## src/rtl/adc_seq.sv

```systemverilog
module adc_seq #(
  parameter int CH_W  = 4,
  parameter int RES_W = 10,
  parameter int DW    = 16
) (
  input  logic             clk,
  input  logic             rst_n,
  input  logic             wr_en,
  input  logic             rd_en,
  input  logic [1:0]       addr,
  input  logic [DW-1:0]    wdata,
  output logic [DW-1:0]    rdata,
  output logic             conv_start,
  output logic [CH_W-1:0]  conv_ch,
  input  logic             conv_done,
  input  logic [RES_W-1:0] conv_data,
  output logic             irq_result,
  output logic             irq_overrun,
  output logic             irq_inject
);
  localparam int GAP = DW - CH_W - 1 - RES_W;
  localparam int GAP2 = DW - CH_W - RES_W;

  logic [CH_W-1:0]  top_ch, cur_ch, inj_ch, res_ch, buf_ch, r2_ch;
  logic [RES_W-1:0] res_val, buf_val, r2_val;
  logic [1:0]       mode;
  logic             go, wait_rd, inj_pend, conv_active, conv_is_inj;
  logic             res_full, hold, busy;

  wire wr_ctrl  = wr_en && addr == 2'd0;
  wire rd_res   = rd_en && addr == 2'd1;
  wire launch   = !conv_active && !hold && (inj_pend || go);
  wire finish   = conv_active && conv_done;
  wire full_now = res_full && !rd_res;
  wire unused_wbits = ^wdata[11:9];

  assign busy = go | conv_active | hold | inj_pend;

  always_comb begin
    case (addr)
      2'd0:    rdata = {inj_ch, 2'b00, busy, inj_pend, wait_rd, go, mode, top_ch};
      2'd1:    rdata = {res_ch, res_full, {GAP{1'b0}}, res_val};
      2'd2:    rdata = {r2_ch, {GAP2{1'b0}}, r2_val};
      default: rdata = '0;
    endcase
  end

  always_ff @(posedge clk or negedge rst_n) begin
    if (!rst_n) begin
      top_ch <= '0; cur_ch <= '0; inj_ch <= '0; mode <= '0;
      go <= 1'b0; wait_rd <= 1'b0; inj_pend <= 1'b0;
      conv_active <= 1'b0; conv_is_inj <= 1'b0; conv_start <= 1'b0; conv_ch <= '0;
      res_ch <= '0; res_val <= '0; res_full <= 1'b0;
      buf_ch <= '0; buf_val <= '0; hold <= 1'b0;
      r2_ch <= '0; r2_val <= '0;
      irq_result <= 1'b0; irq_overrun <= 1'b0; irq_inject <= 1'b0;
    end else begin
      conv_start  <= 1'b0;
      irq_result  <= 1'b0;
      irq_overrun <= 1'b0;
      irq_inject  <= 1'b0;

      if (rd_res) begin
        if (hold) begin
          res_ch     <= buf_ch;
          res_val    <= buf_val;
          hold       <= 1'b0;
          irq_result <= 1'b1;
        end else begin
          res_full <= 1'b0;
        end
      end

      if (launch) begin
        conv_start  <= 1'b1;
        conv_active <= 1'b1;
        conv_is_inj <= inj_pend;
        conv_ch     <= inj_pend ? inj_ch : cur_ch;
        inj_pend    <= 1'b0;
      end

      if (finish) begin
        conv_active <= 1'b0;
        if (conv_is_inj) begin
          r2_ch      <= conv_ch;
          r2_val     <= conv_data;
          irq_inject <= 1'b1;
        end else begin
          if (full_now && wait_rd) begin
            buf_ch  <= conv_ch;
            buf_val <= conv_data;
            hold    <= 1'b1;
          end else begin
            res_ch      <= conv_ch;
            res_val     <= conv_data;
            res_full    <= 1'b1;
            irq_result  <= 1'b1;
            irq_overrun <= full_now;
          end
          case (mode)
            2'b00: go <= 1'b0;
            2'b01: ;
            2'b10: if (cur_ch == '0) go <= 1'b0; else cur_ch <= cur_ch - 1'b1;
            2'b11: cur_ch <= (cur_ch == '0) ? top_ch : cur_ch - 1'b1;
          endcase
        end
      end

      if (wr_ctrl) begin
        top_ch  <= wdata[CH_W-1:0];
        mode    <= wdata[5:4];
        go      <= wdata[6];
        wait_rd <= wdata[7];
        inj_ch  <= wdata[DW-1 -: CH_W];
        if (wdata[6] && !go) cur_ch <= wdata[CH_W-1:0];
        if (wdata[8] && wdata[6] && wdata[4] && go) inj_pend <= 1'b1;
      end
    end
  end
endmodule

```

## config.mk

```make
export PLATFORM = sky130hd
export DESIGN_NAME = adc_seq
export DESIGN_NICKNAME = d
export VERILOG_FILES = /design/src/rtl/adc_seq.sv
export SDC_FILE = /design/constraint.sdc
export NUM_CORES = 1
export LEC_CHECK = 0
export BUFFER_PORTS_ARGS = -buffer_cell sky130_fd_sc_hd__buf_4
export CAP_MARGIN = 20
export CORE_MARGIN = 5
export CORE_UTILIZATION = 45
export CTS_BUF_LIST = sky130_fd_sc_hd__clkbuf_16
export CTS_CLUSTER_DIAMETER = 150
export DETAILED_ROUTE_END_ITERATION = 7
export GPL_TIMING_DRIVEN = 0
export PLACE_DENSITY_LB_ADDON = 0.1
export SLEW_MARGIN = 15
export SYNTH_ARGS = -nofsm -noshare
export SYNTH_HDL_FRONTEND = slang
export SYNTH_SLANG_ARGS = --single-unit
export TNS_END_PERCENT = 5
```

## constraint.sdc

```tcl
create_clock -name clk -period 2 [get_ports clk]
set_input_delay 0.3 -clock clk [delete_from_list [all_inputs] [get_ports clk]]
set_output_delay 0.3 -clock clk [all_outputs]
set_load 0.01 [all_outputs]
```

After elaboration in Yosys (flattened, before gate mapping)
Index checks and enable logic that the tools add are counted.

word-level totals
  flip-flop bits (word level) = 71
  input bits = 33
  logic and storage cells = 107

operators by class
  add/subtract/negate cells = 1
  eq/ne operators = 6
  muxes and demuxes = 49
  bitwise logic cells = 4
  reductions and logical operators = 25

operators with widths
  cell                   count
  $mux W10               5
  $mux W4                12
  $pmux W16 S3           1
  $mux W1                29
  $logic_and A1 B1 Y1    11
  $pmux W4 S2            1
  $eq A2 B2 Y1 const B   3
  $logic_not A1 Y1       4
  $logic_not A2 Y1       2
  $logic_not A4 Y1       1
  $reduce_and A4 Y1      1
  $reduce_bool A2 Y1     2
  $sub A4 B1 Y4 const B  1
  $ne A3 B3 Y1 const B   1
  $or A1 B1 Y1           3
  $reduce_and A3 Y1      1
  $reduce_bool A3 Y1     1
  $eq A2 B1 Y1 const B   1
  $ne A2 B1 Y1 const B   1
  $pmux W1 S2            1
  $reduce_and A2 Y1      1
  $logic_or A1 B1 Y1     1
  $not A1 Y1             1

Depth between registers and ports, before layout
Gate-level depths: netlist (run 1).

  depth after elaboration = 8
  gate-level depth with buffers = 7
  depth with buffers taken out = 6

Worst setup path before layout (run 1)
OpenSTA, ideal clock, no wires.

  path kind = register to register
  start point = register conv_active
  end point = register buf_val[0]
  library setup time = 0.125 ns
  data arrival time = 1.497 ns
  slack = 0.378 ns
  cell stages (with the launch flop) = 7
  path buffers = 3
  path through = dfrtp_1 buf_2 nand3b_4 or3_1 buf_6 buf_12 mux2_4

between the ends
  word-level cells in the longest chain between the ends = 2

ends and longest elaborated chain
  what                         RTL line  source
  from (decl)                  27        logic go, wait_rd, inj_pend, conv_active, conv_is_inj;
  from (signal assigned)       52        conv_active <= 1'b0; conv_is_inj <= 1'b0; conv_start <= 1'b0; conv_ch <= '0;
  from (signal assigned)       76        conv_active <= 1'b1;
  from (signal assigned)       83        conv_active <= 1'b0;
  $logic_and A1 B1 Y1          33        wire finish = conv_active && conv_done;
  $reduce_and A3 Y1 (no line)  -
  to (signal assigned)         91        buf_val <= conv_data;
  to (decl)                    25        logic [RES_W-1:0] res_val, buf_val, r2_val;

No other way between the ends.
A chain may end at the register's enable or synchronous reset.

Worst setup path in the final report (run 1)
  start point = input port addr[0]
  end point = output port rdata[9]

between the ends
  word-level cells in the longest chain between the ends = 2
  elaborated cells on any way between the ends = 4

ends and longest elaborated chain
  what                                        RTL line  source
  from (decl)                                 10        input logic [1:0] addr,
  $eq A2 B2 Y1, or another cell as far along  40        case (addr)
  $pmux W16 S3 (*)                            40
  to (decl)                                   12        output logic [DW-1:0] rdata,

Mark *: on every way between the ends. The rest lies on a longest branch, timed or not.

==> impl_metrics.json, run 1 <==
{
  "top_regs": "buf_val: 10 flops, r2_val: 10 flops, res_val: 10 flops",
  "hold_viol": 0,
  "worstPathMaxFanout": 10,
  "clk_pin_slew_ns": 0.05,
  "cp_data_arrival_time_ns": 1.58,
  "p_int_mw": 3.72,
  "viasPerCell": 5.36,
  "fin_area_mm2": 0.00413,
  "finalWorstSetupSlack_ns": 0.125,
  "cp.required_ns": 1.70,
  "tightest_slew_ns": 0.907,
  "gp_congestion": 0.851,
  "finalCriticalPeriod_ns": 1.88,
  "cts_tree": "built",
  "row_count": 31,
  "start_util_pct": 46.4,
  "rsz0062_at_grt": "false",
  "core_region_area_mm2": 0.00729,
  "antenna_found_initial": 0,
  "clock_sinks": 71,
  "wl_per_cell_um": 17.5,
  "antenna_cells": 0,
  "drive_gt1_share_pct": 33.3,
  "pre_cts_ws_ns": -0.00325,
  "synth_nets": 325,
  "multi_input_area_mm2": 0.00148,
  "drtAntennaViolNets": 0,
  "port_buffers": 50,
  "cp-start-kind": "primary input",
  "slew_headroom_pct": 39.6,
  "grt_usage_pct": 17.9,
  "grt_max_degree": 72,
  "ys.flop_type": "dfrtp_1",
  "postCtsSetupBuffers": 0,
  "p_switching_mw": 1.71,
  "swShare_pct": 31.5,
  "status": "completed",
  "dp.final_hpwl_mm": 5.55,
  "critPathCaptureType": "primary output",
  "clkPwrFrac_pct": 24.6,
  "ys_seq_area_share_pct": 52.5,
  "grt_pass1_vias": 2522,
  "p_leak_nw": 2.04,
  "vias": 2427,
  "fin_crit_sh_pct": 93.8,
  "drv_slew": 0,
  "netlist_area_mm2": 0.00339,
  "syn_avg_cell_area_um2": 11.6,
  "synthesis.instances": 291,
  "fp.dieH_um": 96.8,
  "post-route-util_pct": 56.7,
  "peakVddDrop_v": 0.000796,
  "hold_slack_ns": 0.104,
  "clkLatencyLatePin_ns": 0.32,
  "clock.fmax_ghz": 0.533,
  "maxCapViolCount": 0,
  "async_reset_ff_share_pct": 100,
  "seqCellArea_mm2": 0.00178,
  "die_area_mm2": 0.00936,
  "cts_hold_buf": 0,
  "fin_nets": 385,
  "total_power_mw": 5.43,
  "ys_warn_count": 0,
  "synth_enable_flop_cells": 0,
  "cts_root_buf": "clkbuf_16",
  "grt-ovfl-total": 0,
  "cts_buffers": 9,
  "grt_pass1_wl_mm": 13.3,
  "criticalPathCategory": "primary input to primary output",
  "fill_cells": 664,
  "htreeDepth": 3,
  "p_seq_share_pct": 45.4,
  "wl_mm": 7.94,
  "p_per_area_mw_per_mm2": 1310,
  "hold_path.class": "primary input to asynchronous set/reset pin",
  "dr.pass1.iters": 4,
  "io_pins": 57,
  "clock_path_buffers": 2,
  "drt_first_iter_violations": 123,
  "ys_ff_latch": 71,
  "die_w_um": 96.8,
  "yosys.cell_types.count": 40,
  "placed_cell_area_mm2": 0.00389,
  "finalSetupViolations": 0,
  "fin_skew_ns": 0.00721,
  "area_delta_synth_final_pct": 22.0,
  "power.share.combinational_pct": 30.0,
  "drc_errors": 0
}
placed cells by master, fill, tap and decap left out, types with 7 or more instances in the layout:
cell type / count
mux2_4: 8
mux2i_1: 34
inv_1: 8
dfrtp_1: 70
nand2_1: 41
mux2_2: 30
buf_4: 52
a21oi_1: 7
o21ai_0: 33
nor2_1: 10
clkbuf_16: 9
power by group through the flow:
stage / Clock [mW] / Combinational [mW] / Sequential (mW)
finish: 1.33 / 1.63 / 2.47
global route: 1.42 / 1.82 / 2.54
CTS: 1.36 / 1.65 / 2.46
detailed placement: 0 / 1.64 / 2.48
global placement: 0 / 1.59 / 2.46
floorplan: 0 / 1.10 / 2.36
kinds of logic after synthesis:
logic type,Yosys count,share of synthesized area (%)
flops,71,52.5
buf+inv,22,3.77
simple gates,70,10.6
compound gates,54,9.09
other cells,1,0.111
fa+ha+maj,1,0.369
mux,72,23.6
critical path: stages:
cell	delay, ns
buf_4	0.17
nor2b_1	0.35
clkbuf_2	0.35
nand2_1	0.08
o21ai_0	0.13
buf_4	0.18
synth_stat cells (all sizes together) (2+ instances only):
cell / count / share of area [%]
clkbuf: 6 / 0.66
nand3: 2 / 0.30
nor2b: 3 / 0.55
nor3: 2 / 0.44
a21oi: 7 / 1.0
mux2i: 34 / 10
inv: 6 / 0.66
nand4b: 2 / 0.52
nor3b: 2 / 0.59
o31ai: 2 / 0.44
nand3b: 3 / 1.4
dfrtp: 71 / 52
buf: 10 / 2.4
mux2: 38 / 14
a31oi: 4 / 0.92
nor2: 10 / 1.1
nand2: 42 / 4.7
o211ai: 2 / 0.44
o21ai: 33 / 4.9
final timing paths:
check / slack, ns / startpoint / end / cells past startpoint
max: 0.12 / addr[0] / rdata[9] / 6
min: 0.10 / rst_n / top_ch[0] / 1
max reg2reg: 0.17 / cur_ch[0] / cur_ch[1] / 6
min reg2reg: 0.50 / r2_val[9] / r2_val[9] / 1
max in group asynchronous: 1.26 / rst_n / inj_pend / 1
min in group clk: 0.19 / wdata[7] / wait_rd / 3
per-layer routing:
metal	track usage (%)	part of all wire (%)
met5	0	0
met3	4.96	3.9
met2	28.6	49
met1	24.1	46
met4	4.54	1.2
stage by stage:
stage	TNS, ns	cells
floorplan	0	291
global placement	0	440
detailed placement	-0.00325	440
CTS	0	453
global route	0	453
finish	0	453
layout make-up:
cell class	instances	area share, %
sequential	71	43.0
multi-input combinational	198	35.9
timing repair buffer	50	9.08
clock buffer	9	5.45
tap	99	3.00
buffer	15	2.54
inverter	6	0.545
clock inverter	5	0.484
timing repair:
action                     4_1_cts  5_1_grt
gates resized for setup          1        5
setup endpoints to repair        1       13
pin swaps                        0        0
(Power assumes the default switching activity.)
==> run 2, diff against run 1 <==
- BUFFER_PORTS_ARGS: -buffer_cell sky130_fd_sc_hd__buf_4 -> unset
- DONT_BUFFER_PORTS: unset -> 1
- clock period: 2 -> 2.28 ns (I/O delays scaled with it)
==> run 2 against run 1 <==
Critical path depth decreased by 1. Clock power is essentially flat. Routed wire length down 0.87%. Final area is 7.4% lower. Critical endpoint unchanged. First-iteration DRC count decreased by 41%. Critical path type is now register to primary output.
==> impl_metrics.json, run 2 (same netlist as run 1, synthesis figures left out) <==
{
  "grt_usage_pct": 17.8,
  "grt_max_degree": 72,
  "fin_skew_ns": 0.00395,
  "worstPathMaxFanout": 8,
  "grt-ovfl-total": 0,
  "cp_slowest_cell": "o21ai_0",
  "htreeDepth": 3,
  "cp-start-kind": "register",
  "fp.dieH_um": 96.8,
  "drc_errors": 0,
  "grt_pass1_vias": 2276,
  "drtAntennaViolNets": 0,
  "status": "completed",
  "gp_congestion": 0.808,
  "cp_top_family": "compound AO/OA/AOI/OAI gates",
  "drt_first_iter_violations": 72,
  "clock_sinks": 71,
  "viasPerCell": 5.42,
  "critPathCaptureType": "primary output",
  "vias": 2210,
  "maxCapViolCount": 0,
  "p_leak_nw": 1.82,
  "seqCellArea_mm2": 0.00178,
  "io_pins": 57,
  "drv_slew": 0,
  "antenna_cells": 0,
  "power.share.combinational_pct": 25.1,
  "clk_pin_slew_ns": 0.06,
  "finalWorstSetupSlack_ns": 0.105,
  "rsz0062_at_grt": "false",
  "cts_buffers": 9,
  "clock_path_buffers": 2,
  "p_per_area_mw_per_mm2": 1230,
  "fill_cells": 667,
  "drive_gt1_share_pct": 21.7,
  "port_buffers": 0,
  "hold_path.class": "primary input to register",
  "hold_slack_ns": 0.136,
  "core_region_area_mm2": 0.00729,
  "finalSetupViolations": 0,
  "postCtsSetupBuffers": 0,
  "pre_cts_ws_ns": 0.284,
  "clkPwrFrac_pct": 28.1,
  "layout_common_cells": "71 x dfrtp_1, 41 x nand2_1, 34 x mux2i_1",
  "swShare_pct": 31.7,
  "hold_viol": 0,
  "total_power_mw": 4.70,
  "slew_headroom_pct": 56.4,
  "top_regs": "buf_val: 10 flops, r2_val: 10 flops, res_val: 10 flops",
  "die_area_mm2": 0.00936,
  "grt_pass1_wl_mm": 13.0,
  "criticalPathCategory": "register to primary output",
  "wl_per_cell_um": 19.3,
  "finalCriticalPeriod_ns": 2.17,
  "critPathBufInv": 1,
  "row_count": 31,
  "peakVddDrop_v": 0.000536,
  "cts_tree": "built",
  "p_switching_mw": 1.49,
  "wl_mm": 7.87,
  "cp_slowest_stage_delay_ns": 0.44,
  "place_inst": 390,
  "clock.fmax_ghz": 0.460,
  "final_common_cell": "dfrtp_1",
  "fin_crit_sh_pct": 95.4,
  "clkLatencyLatePin_ns": 0.32,
  "antenna_found_initial": 0,
  "dr.pass1.iters": 4,
  "crit_path_cell_trace": "clkbuf_1 > nor2_1 > nand2_1 > mux2i_1 > o21ai_0",
  "p_seq_share_pct": 46.8,
  "p_int_mw": 3.21,
  "area_delta_synth_final_pct": 13.0,
  "multi_input_area_mm2": 0.00148,
  "die_w_um": 96.8,
  "fin_cells": 408,
  "start_util_pct": 46.4,
  "dp.final_hpwl_mm": 5.43,
  "cp.required_ns": 1.94,
  "finalSetupTns_ns": 0,
  "fin_nets": 338,
  "cts_root_buf": "clkbuf_16",
  "cp_data_arrival_time_ns": 1.83,
  "tightest_slew_ns": 0.652
}
run 2: worst reg2reg max path: stages, from the launching register on:
cell      delay, ns
dfrtp_1        0.32
buf_2          0.20
nand3b_4       0.13
a31oi_2        0.55
clkbuf_1       0.48
nand2_1        0.13
o21ai_0        0.11
run 2: cell type report:
class / count / area share (%)
well taps: 99 / 3.24
inverters: 6 / 0.588
plain buffers: 16 / 2.75
clock inverters: 7 / 1.44
repair buffers: 2 / 0.980
clock buffers: 9 / 5.88
flip-flops and latches: 71 / 46.4
multi-input cells: 198 / 38.7
run 2: routing by layer:
metal	vias up	track usage, %	wire length (um)
met3	10	5.40	363
li1	1054	-	-
met5	-	0	0
met2	46	27.8	3740
met1	1100	23.9	3670
met4	0	5.51	89
run 2: final timing paths:
kind | from | to | slack [ns] | cells past startpoint
worst max-delay path | inj_pend | rdata[9] | 0.11 | 5
worst min-delay path | conv_data[8] | res_val[8] | 0.14 | 2
worst max register to register | conv_active | res_val[9] | 0.27 | 6
worst min register to register | buf_val[9] | buf_val[9] | 0.50 | 1
max in group asynchronous | rst_n | buf_val[9] | 1.39 | 2
min in group asynchronous | rst_n | res_ch[1] | 0.56 | 2
run 2: metrics by stage:
| step | area [um^2] | utilization, % |
|---|---|---|
| finish | 3830 | 52.5 |
| CTS | 3830 | 52.5 |
| global route | 3830 | 52.5 |
| detailed placement | 3510 | 48.1 |
| floorplan | 3390 | - |
| global placement | 3510 | 48.1 |
run 2: timing repair:
action / in CTS / in global routing
hold buffers: 2 / 0
setup endpoints to repair: 0 / 0
hold endpoints to repair: 71 / 0
resized for setup: 0 / 0
run 2: power by group through the flow:
stage / combinational (mW) / sequential (mW) / clock (mW)
after detailed placement: 1.15 / 2.22 / 0
after floorplan: 0.969 / 2.07 / 0
final: 1.18 / 2.20 / 1.32
after global routing: 1.33 / 2.27 / 1.41
after global placement: 1.12 / 2.20 / 0
after CTS: 1.19 / 2.20 / 1.35
